[config.mk]
export PLATFORM = sky130hd
export DESIGN_NAME = spi_rqc_top
export DESIGN_NICKNAME = d
export VERILOG_FILES = /design/src/rtl/spi_rqc_pkg.sv /design/src/rtl/spi_rqc_phy.sv /design/src/rtl/spi_rqc_lencap.sv /design/src/rtl/spi_rqc_rxfifo.sv /design/src/rtl/spi_rqc_top.sv
export SDC_FILE = /design/constraint.sdc
export NUM_CORES = 1
export LEC_CHECK = 0
export BUFFER_PORTS_ARGS = -buffer_cell sky130_fd_sc_hd__buf_2
export CORE_AREA = 4 4 158 275
export DETAILED_ROUTE_END_ITERATION = 10
export DIE_AREA = 0 0 162 279
export HOLD_SLACK_MARGIN = 0.08
export SETUP_SLACK_MARGIN = 0.2
export SYNTH_ARGS = -nofsm -noshare
export SYNTH_HDL_FRONTEND = slang
export SYNTH_SLANG_ARGS = --single-unit
[constraint.sdc]
create_clock -name clk -period 7.1 [get_ports clk]
set_input_delay 0.71 -clock clk [delete_from_list [all_inputs] [get_ports clk]]
set_output_delay 0.71 -clock clk [all_outputs]
set_load 0.02 [all_outputs]
[src/rtl/spi_rqc_pkg.sv]
package spi_rqc_pkg;

  typedef enum logic [2:0] {
    ST_OFF   = 3'd0,
    ST_READY = 3'd1,
    ST_RECV  = 3'd2,
    ST_BUSY  = 3'd3,
    ST_BAD   = 3'd4
  } eng_state_e;

  localparam logic [2:0] ST_LAST = 3'd4;

  function automatic logic [7:0] status_code(input eng_state_e st);
    case (st)
      ST_READY: status_code = 8'hF8;
      ST_RECV:  status_code = 8'hF9;
      ST_BUSY:  status_code = 8'hFA;
      ST_BAD:   status_code = 8'hFB;
      default:  status_code = 8'hEC;
    endcase
  endfunction

endpackage

[src/rtl/spi_rqc_phy.sv]
// Pin synchronizers, mode-0 byte shifter in, status shifter out.
module spi_rqc_phy (
  input  logic       clk,
  input  logic       rst_n,
  input  logic       sclk_i,
  input  logic       mosi_i,
  input  logic       cs_n_i,
  input  logic [7:0] tx_byte_i,
  output logic       miso_o,
  output logic       byte_vld_o,
  output logic [7:0] byte_o,
  output logic       cs_fall_o,
  output logic       cs_rise_o
);
  localparam int NL = 3;          // 0 mosi, 1 sclk, 2 cs_n
  localparam int L_MOSI = 0;
  localparam int L_SCLK = 1;
  localparam int L_CS   = 2;

  logic [NL-1:0] raw;
  logic [NL-1:0] s2;
  logic [NL-1:1] s3;              // edge stage only for clock and select

  assign raw = {cs_n_i, sclk_i, mosi_i};

  for (genvar g = 0; g < NL; g++) begin : g_sync
    localparam logic RV = (g == L_CS);
    logic a_q, b_q;
    always_ff @(posedge clk or negedge rst_n) begin
      if (!rst_n) begin
        a_q <= RV;
        b_q <= RV;
      end else begin
        a_q <= raw[g];
        b_q <= a_q;
      end
    end
    assign s2[g] = b_q;
    if (g != L_MOSI) begin : g_edge
      logic c_q;
      always_ff @(posedge clk or negedge rst_n) begin
        if (!rst_n) c_q <= RV;
        else        c_q <= b_q;
      end
      assign s3[g] = c_q;
    end
  end

  logic cs_act, sclk_rise, sclk_fall;
  assign cs_act    = ~s2[L_CS];
  assign cs_fall_o = s3[L_CS] & ~s2[L_CS];
  assign cs_rise_o = ~s3[L_CS] & s2[L_CS];
  assign sclk_rise = cs_act & s2[L_SCLK] & ~s3[L_SCLK];
  assign sclk_fall = cs_act & ~s2[L_SCLK] & s3[L_SCLK];

  logic [2:0] bit_q, bit_d;
  logic [7:0] rx_q, rx_d, tx_q, tx_d, byte_q, byte_d;
  logic       vld_q, vld_d;

  always_comb begin
    bit_d  = bit_q;
    rx_d   = rx_q;
    tx_d   = tx_q;
    byte_d = byte_q;
    vld_d  = 1'b0;
    if (cs_fall_o) begin
      bit_d = '0;
      tx_d  = tx_byte_i;
    end else if (sclk_rise) begin
      rx_d  = {rx_q[6:0], s2[L_MOSI]};
      bit_d = bit_q + 3'd1;
      if (bit_q == 3'd7) begin
        vld_d  = 1'b1;
        byte_d = {rx_q[6:0], s2[L_MOSI]};
      end
    end else if (sclk_fall) begin
      tx_d = (bit_q == 3'd0) ? tx_byte_i : {tx_q[6:0], 1'b0};
    end
  end

  always_ff @(posedge clk or negedge rst_n) begin
    if (!rst_n) begin
      bit_q  <= '0;
      rx_q   <= '0;
      tx_q   <= '0;
      byte_q <= '0;
      vld_q  <= 1'b0;
    end else begin
      bit_q  <= bit_d;
      rx_q   <= rx_d;
      tx_q   <= tx_d;
      byte_q <= byte_d;
      vld_q  <= vld_d;
    end
  end

  assign miso_o     = cs_act & tx_q[7];
  assign byte_vld_o = vld_q;
  assign byte_o     = byte_q;
endmodule

[src/rtl/spi_rqc_lencap.sv]
// Byte counter, length field capture and target compare.
module spi_rqc_lencap #(
  parameter int CW = 16
) (
  input  logic          clk,
  input  logic          rst_n,
  input  logic          start_i,
  input  logic          byte_vld_i,
  input  logic [7:0]    byte_i,
  input  logic [CW-1:0] base_i,
  input  logic [CW-1:0] off_i,
  output logic          hit_o
);
  localparam int LW = 16;
  localparam int TW = CW + 1;

  logic [CW-1:0] cnt_q, cnt_d;
  logic [LW-1:0] len_q, len_d;
  logic          have_q, have_d, fired_q, fired_d, hit_q, hit_d;
  logic          at_lo, at_hi;
  logic [TW-1:0] target;

  always_comb begin
    at_lo   = (cnt_q == off_i);
    at_hi   = (cnt_q == off_i + 1'b1);
    len_d   = len_q;
    have_d  = have_q;
    cnt_d   = cnt_q;
    fired_d = fired_q;
    hit_d   = 1'b0;
    if (byte_vld_i) begin
      if (at_lo) len_d[7:0]  = byte_i;
      if (at_hi) len_d[15:8] = byte_i;
      have_d = have_q | at_hi;
      cnt_d  = cnt_q + 1'b1;
    end
    target = TW'(base_i) + TW'(len_d);
    if (byte_vld_i && !fired_q && have_d && (TW'(cnt_d) >= target)) begin
      hit_d   = 1'b1;
      fired_d = 1'b1;
    end
    if (start_i) begin
      cnt_d   = '0;
      len_d   = '0;
      have_d  = 1'b0;
      fired_d = 1'b0;
      hit_d   = 1'b0;
    end
  end

  always_ff @(posedge clk or negedge rst_n) begin
    if (!rst_n) begin
      cnt_q   <= '0;
      len_q   <= '0;
      have_q  <= 1'b0;
      fired_q <= 1'b0;
      hit_q   <= 1'b0;
    end else begin
      cnt_q   <= cnt_d;
      len_q   <= len_d;
      have_q  <= have_d;
      fired_q <= fired_d;
      hit_q   <= hit_d;
    end
  end

  assign hit_o = hit_q;
endmodule

[src/rtl/spi_rqc_rxfifo.sv]
// Little-endian word packer and receive FIFO with a selectable full policy.
module spi_rqc_rxfifo #(
  parameter  int DEPTH = 8,
  localparam int AW    = $clog2(DEPTH)
) (
  input  logic        clk,
  input  logic        rst_n,
  input  logic        start_i,
  input  logic        flush_i,
  input  logic        byte_vld_i,
  input  logic [7:0]  byte_i,
  input  logic        hold_full_i,
  input  logic        cpu_en_i,
  input  logic        pop_i,
  output logic [31:0] rd_data_o,
  output logic        rd_vld_o,
  output logic [AW:0] level_o
);
  localparam logic [AW:0] FULL_LVL = (AW+1)'(DEPTH);

  function automatic logic [AW-1:0] ptr_inc(input logic [AW-1:0] p);
    ptr_inc = (p == AW'(DEPTH - 1)) ? '0 : p + 1'b1;
  endfunction

  logic [31:0]      mem [DEPTH];
  logic [2:0][7:0]  pk_q, pk_d;
  logic [1:0]       idx_q, idx_d;
  logic [AW-1:0]    wp_q, wp_d, rp_q, rp_d;
  logic [AW:0]      cnt_q, cnt_d;
  logic             byte_acc, push_req, full, pop_eff, push_eff, drop_old;

  always_comb begin
    byte_acc = byte_vld_i & ~cpu_en_i;
    push_req = byte_acc & (idx_q == 2'd3);
    full     = (cnt_q == FULL_LVL);
    pop_eff  = pop_i & cpu_en_i & (cnt_q != '0);
    push_eff = push_req & (~full | ~hold_full_i | pop_eff) & ~flush_i;
    drop_old = push_eff & full & ~pop_eff;
    pk_d  = pk_q;
    idx_d = idx_q;
    wp_d  = wp_q;
    rp_d  = rp_q;
    cnt_d = cnt_q;
    if (flush_i) begin
      idx_d = '0;
      wp_d  = '0;
      rp_d  = '0;
      cnt_d = '0;
    end else begin
      if (start_i) begin
        idx_d = '0;
      end else if (byte_acc) begin
        if (idx_q != 2'd3) pk_d[idx_q] = byte_i;
        idx_d = idx_q + 2'd1;
      end
      if (push_eff)           wp_d = ptr_inc(wp_q);
      if (pop_eff || drop_old) rp_d = ptr_inc(rp_q);
      cnt_d = cnt_q + (AW+1)'(push_eff & ~drop_old) - (AW+1)'(pop_eff);
    end
  end

  always_ff @(posedge clk or negedge rst_n) begin
    if (!rst_n) begin
      pk_q  <= '0;
      idx_q <= '0;
      wp_q  <= '0;
      rp_q  <= '0;
      cnt_q <= '0;
    end else begin
      pk_q  <= pk_d;
      idx_q <= idx_d;
      wp_q  <= wp_d;
      rp_q  <= rp_d;
      cnt_q <= cnt_d;
    end
  end

  always_ff @(posedge clk) begin
    if (push_eff) mem[wp_q] <= {byte_i, pk_q[2], pk_q[1], pk_q[0]};
  end

  assign rd_data_o = mem[rp_q];
  assign rd_vld_o  = cpu_en_i & (cnt_q != '0);
  assign level_o   = cnt_q;
endmodule

[src/rtl/spi_rqc_top.sv]
module spi_rqc_top
  import spi_rqc_pkg::*;
#(
  parameter  int DEPTH = 8,
  parameter  int CW    = 16,
  localparam int AW    = $clog2(DEPTH)
) (
  input  logic          clk,
  input  logic          rst_n,
  input  logic          spi_sclk,
  input  logic          spi_mosi,
  input  logic          spi_cs_n,
  output logic          spi_miso,
  input  logic [CW-1:0] cfg_base_cnt,
  input  logic [CW-1:0] cfg_len_off,
  input  logic          cfg_auto_flush,
  input  logic          cfg_hold_full,
  input  logic [1:0]    irq_mask,
  input  logic          state_we,
  input  logic [2:0]    state_wdata,
  input  logic          sts_clr_we,
  input  logic [1:0]    sts_clr,
  input  logic          cpu_rx_en,
  input  logic          rx_pop,
  output logic [31:0]   rx_data,
  output logic          rx_valid,
  output logic [AW:0]   rx_level,
  output logic [1:0]    sts,
  output logic [2:0]    state_o,
  output logic          irq
);
  // reset: asserted asynchronously, released through two flops
  logic [1:0] rs_q;
  logic       rst_s;
  always_ff @(posedge clk or negedge rst_n) begin
    if (!rst_n) rs_q <= 2'b00;
    else        rs_q <= {rs_q[0], 1'b1};
  end
  assign rst_s = rs_q[1];

  logic       cs_fall, cs_rise, byte_vld, hit;
  logic [7:0] byte_d, tx_byte;
  eng_state_e state_q, state_d;
  logic [1:0] sts_q, sts_d;

  spi_rqc_phy u_phy (
    .clk(clk), .rst_n(rst_s), .sclk_i(spi_sclk), .mosi_i(spi_mosi),
    .cs_n_i(spi_cs_n), .tx_byte_i(tx_byte), .miso_o(spi_miso),
    .byte_vld_o(byte_vld), .byte_o(byte_d), .cs_fall_o(cs_fall),
    .cs_rise_o(cs_rise)
  );

  spi_rqc_lencap #(.CW(CW)) u_len (
    .clk(clk), .rst_n(rst_s), .start_i(cs_fall), .byte_vld_i(byte_vld),
    .byte_i(byte_d), .base_i(cfg_base_cnt), .off_i(cfg_len_off), .hit_o(hit)
  );

  spi_rqc_rxfifo #(.DEPTH(DEPTH)) u_fifo (
    .clk(clk), .rst_n(rst_s), .start_i(cs_fall),
    .flush_i(cs_rise & cfg_auto_flush), .byte_vld_i(byte_vld),
    .byte_i(byte_d), .hold_full_i(cfg_hold_full), .cpu_en_i(cpu_rx_en),
    .pop_i(rx_pop), .rd_data_o(rx_data), .rd_vld_o(rx_valid),
    .level_o(rx_level)
  );

  logic live;
  assign live = (state_q != ST_OFF);

  always_comb begin
    state_d = state_q;
    if (cs_fall && live)                   state_d = ST_BUSY;
    else if (cs_rise && live)              state_d = ST_READY;
    else if (state_we && state_wdata <= ST_LAST) state_d = eng_state_e'(state_wdata);
    sts_d = sts_q & ~(sts_clr_we ? sts_clr : 2'b00);
    if (hit && live)     sts_d[0] = 1'b1;
    if (cs_rise && live) sts_d[1] = 1'b1;
  end

  always_ff @(posedge clk or negedge rst_s) begin
    if (!rst_s) begin
      state_q <= ST_OFF;
      sts_q   <= '0;
    end else begin
      state_q <= state_d;
      sts_q   <= sts_d;
    end
  end

  assign tx_byte = status_code(state_d);
  assign sts     = sts_q;
  assign state_o = state_q;
  assign irq     = |(sts_q & ~irq_mask);
endmodule

==> flow_summary_export.csv <==
group,metric,value,unit
run_status,status,"finished clean",
clocking,clk_pin_slew,70,ps
setup_path,rr_endpoint,"u_len.hit_o",
timing,tns,0,ps
yosys,yosysUniqueCellTypes,72,
setup_path,critical_path.top_delay_family,"compound AO/OA/AOI/OAI gates",
placed_design,gp_congestion,0.8119,
grt,grt_max_degree,67,
timing,fin_crit_sh,0.7596,
setup_path,arrival,5840,ps
yosys,synth_edf_count,256,
yosys,yosys.area.top_type,"edfxtp_1",
setup_path,cp-start-kind,"register",
yosys,async_reset_ff_frac,0.3062,
yosys,synthCells,1037,
timing,min_period,5393,ps
flow_run,maxCapViolations,0,
clocking,cts_resized,0,
yosys,avgSynthCellArea,15.77,um^2
yosys,synth_flop_cell,"edfxtp_1",
yosys,synth-seq-cells,369,
detailed_routing,remaining_drc_errors,0,
yosys,syn_area,16350,um^2
timing,rsz0062_at_grt,"false",
clocking,clk_latency,520,ps
grt,grt_pass1_wl,55560,um
detailed_routing,ant_nets,0,
setup_path,r2r_start,"u_phy.byte_vld_o",
detailed_routing,avgViaCountPerCell,5.280,
yosys,synth_mux_area_frac,0.1469,
setup_path,worstPathRequired,7550,ps
setup_path,crit_path_end_kind,"register",
timing,slew_headroom,0.3194,
clocking,clock_sinks,369,
floorplan,boundaryPins,94,
yosys,synth_fa_ha_area_frac,0.04224,
yosys,synth-simple-area-share,0.07301,
detailed_routing,num_vias,9134,
timing,fmax,185.4,MHz
floorplan,start_util,0.3952,
timing,drv_slew,0,
setup_path,cp-startpoint,"u_phy.byte_vld_o",
timing,fin_ws,1707,ps
pwr,power.density,258.7,nW/um^2
setup_path,cpMaxStageDelayCell,"or4_1",
grt,grt-ovfl-total,0,
timing,setup_viol,0,
timing,finalHoldViolations,0,
setup_path,timing.critical_path.to,"u_len.hit_o",
setup_path,critical_path_class,"reg -> reg",
yosys,synth-seq-area-share,0.6434,
cells_and_area,fill_cells,3724,
yosys,synth_area_leaders,"edfxtp_1, dfrtp_1, mux4_2",
setup_path,r2r_slack,1710,ps
floorplan,die_w,162,um
detailed_routing,first_pass_iters,6,
clocking,cts_setup_buffers,0,
setup_path,cp.buffers_inverters,2,
cells_and_area,layout-area-overhead-vs-synth,14.49,%
cells_and_area,layout-drive-gt1-share,0.2794,
clocking,cts_buffer_depth,3,
detailed_routing,wl,35700,um
yosys,synth_xor_xnor_area_share,0.02893,
timing,finClkSkew,9.655,ps
worst_hold_path,hp-class,"in -> reg",
cells_and_area,final_cell_mix,"edfxtp_1, dfrtp_1, buf_2, mux2_2, mux4_2",
grt,antenna_found_initial,2,
floorplan,die_area,45200,um^2
yosys,synth_compound_area_frac,0.04990,
detailed_routing,drt-initial-drc-count,401,
setup_path,cpPeakStageDelay,740,ps
placed_design,pre_cts_slack,1495,ps
yosys,synth_top_cell_area_share,0.4702,
grt,grt_pass1_vias,9745,
pwr,power.leakage,7.431,nW
setup_path,cp_cell_sequence,"inv_1 -> nor2_1 -> nand4b_1 -> or4_1 -> mux2i_1 -> inv_1 -> ha_1 -> a211oi_1 -> o21ai_0 -> a221o_1 -> nor4_1 -> o31ai_1 -> o41a_1 -> xnor2_1 -> ha_1 -> o21a_1 -> o21ai_0 -> a31oi_1 -> and4_1",
grt,track_usage,0.1596,
floorplan,core_region_area,41370,um^2
setup_path,crit_fanout,8,
detailed_routing,wire_per_inst,20.64,um
placed_design,dp_hpwl,22570,um
cells_and_area,mostFrequentLayoutCell,"edfxtp_1",
clocking,cts_tree,"yes",
timing,tightest_slew,1021,ps
floorplan,fp.dieH,279,um
setup_path,r2r.worst_path.cells,19,
placed_design,placement.io_buffers,93,
clocking,cts_max_level,2,
yosys,syn_nets,1141,
setup_path,cp.depth,19,
yosys,synth_top_family_by_area,"multiplexers",
pwr,vdd_drop_max,0.0001649,V
floorplan,rows,99,
clocking,cts_made_buffers,35,
clocking,root_buffer,"clkbuf_16",
clocking,ctsHoldBuffers,1,
cells_and_area,nNetsFinal,1252,
yosys,synth_warnings,0,
==> flip-flops by register name (all words and copies together) (netlist names), 3 cells and up <==
register,cells
state_o,3
u_fifo.level_o,4
u_fifo.mem,256
u_fifo.pk_q,24
u_fifo.rp_q,3
u_fifo.wp_q,3
u_len.cnt_q,16
u_len.len_q,16
u_phy.bit_q,3
u_phy.byte_o,8
u_phy.g_sync.a_q,3
u_phy.g_sync.b_q,3
u_phy.rx_q,7
u_phy.tx_q,8
==> layout make-up <==
cell class,count,area [um^2],share of cell area
flip-flops and latches,369,10530,0.5624
multi-input cells,601,5633,0.3009
clock buffers,49,1022,0.05461
well taps,555,694.4,0.03710
repair buffers,110,595.6,0.03182
clock inverters,14,127.6,0.006818
inverters,31,116.4,0.006216
diodes,1,2.502,0.0001337
==> worst min-delay path by stage <==
stage / from / endpoint / cells after the start / slack [ps]
3_3_place_gp: u_phy.g_sync[0].a_q / u_phy.g_sync[0].b_q / 0 / 340
4_1_cts: spi_cs_n / u_phy.g_sync[2].a_q / 1 / 270
6_report: spi_sclk / u_phy.g_sync[1].a_q / 1 / 290
2_1_floorplan: rs_q[0] / rs_q[1] / 0 / 330
5_1_grt: spi_sclk / u_phy.g_sync[1].a_q / 1 / 270
3_5_place_dp: rs_q[0] / rs_q[1] / 0 / 340
==> cell usage after synthesis, types with 12 or more instances <==
library cell,number
a21oi_1,32
and2_1,29
clkbuf_1,25
dfrtp_1,110
edfxtp_1,256
ha_1,52
inv_1,31
mux2_2,78
mux4_2,64
nand2_1,40
nand2b_1,14
nand3_1,15
nand4_1,21
nor2_1,46
nor2b_1,12
nor3_1,12
o21ai_0,28
xnor2_1,32
xor2_1,22
==> through the flow <==
stage	area, um^2	hold slack (ps)	power, W	instances	util
after global routing	18720	265.4	0.005072	1730	0.4525
after CTS	18720	265.0	0.004934	1729	0.4524
after detailed placement	17560	342.6	0.003055	1665	0.4244
after global placement	17560	338.1	0.003040	1665	0.4244
final	18720	293.7	0.004843	1730	0.4525
after floorplan	16350	331.2	0.002877	1037	-
==> layer usage <==
| metal | part of all wire | wire, um | vias to the layer above | GRT usage |
|---|---|---|---|---|
| met5 | 0.00020 | 7 | - | 0 |
| met4 | 0.020 | 725 | 2 | 0.04493 |
| met3 | 0.038 | 1359 | 51 | 0.02274 |
| met2 | 0.57 | 20470 | 169 | 0.3163 |
| met1 | 0.37 | 13140 | 4704 | 0.1740 |
| li1 | - | - | 4208 | - |
==> where the power goes <==
group	leakage (nW)	internal [W]	switching [W]
sequential	4.09	0.00232	0.0000873
combinational	2.78	0.000262	0.000310
clock	0.560	0.00108	0.000777
==> kinds of logic after synthesis <==
kind of cell | after synthesis
flip-flops | 369
AND/OR/NAND/NOR | 223
multiplexers | 150
AO/OA/AOI/OAI | 119
buffers and inverters | 67
adder cells (fa/ha/maj) | 54
XOR/XNOR | 54
other | 1
No activity file was read; power rests on OpenSTA's default activity.
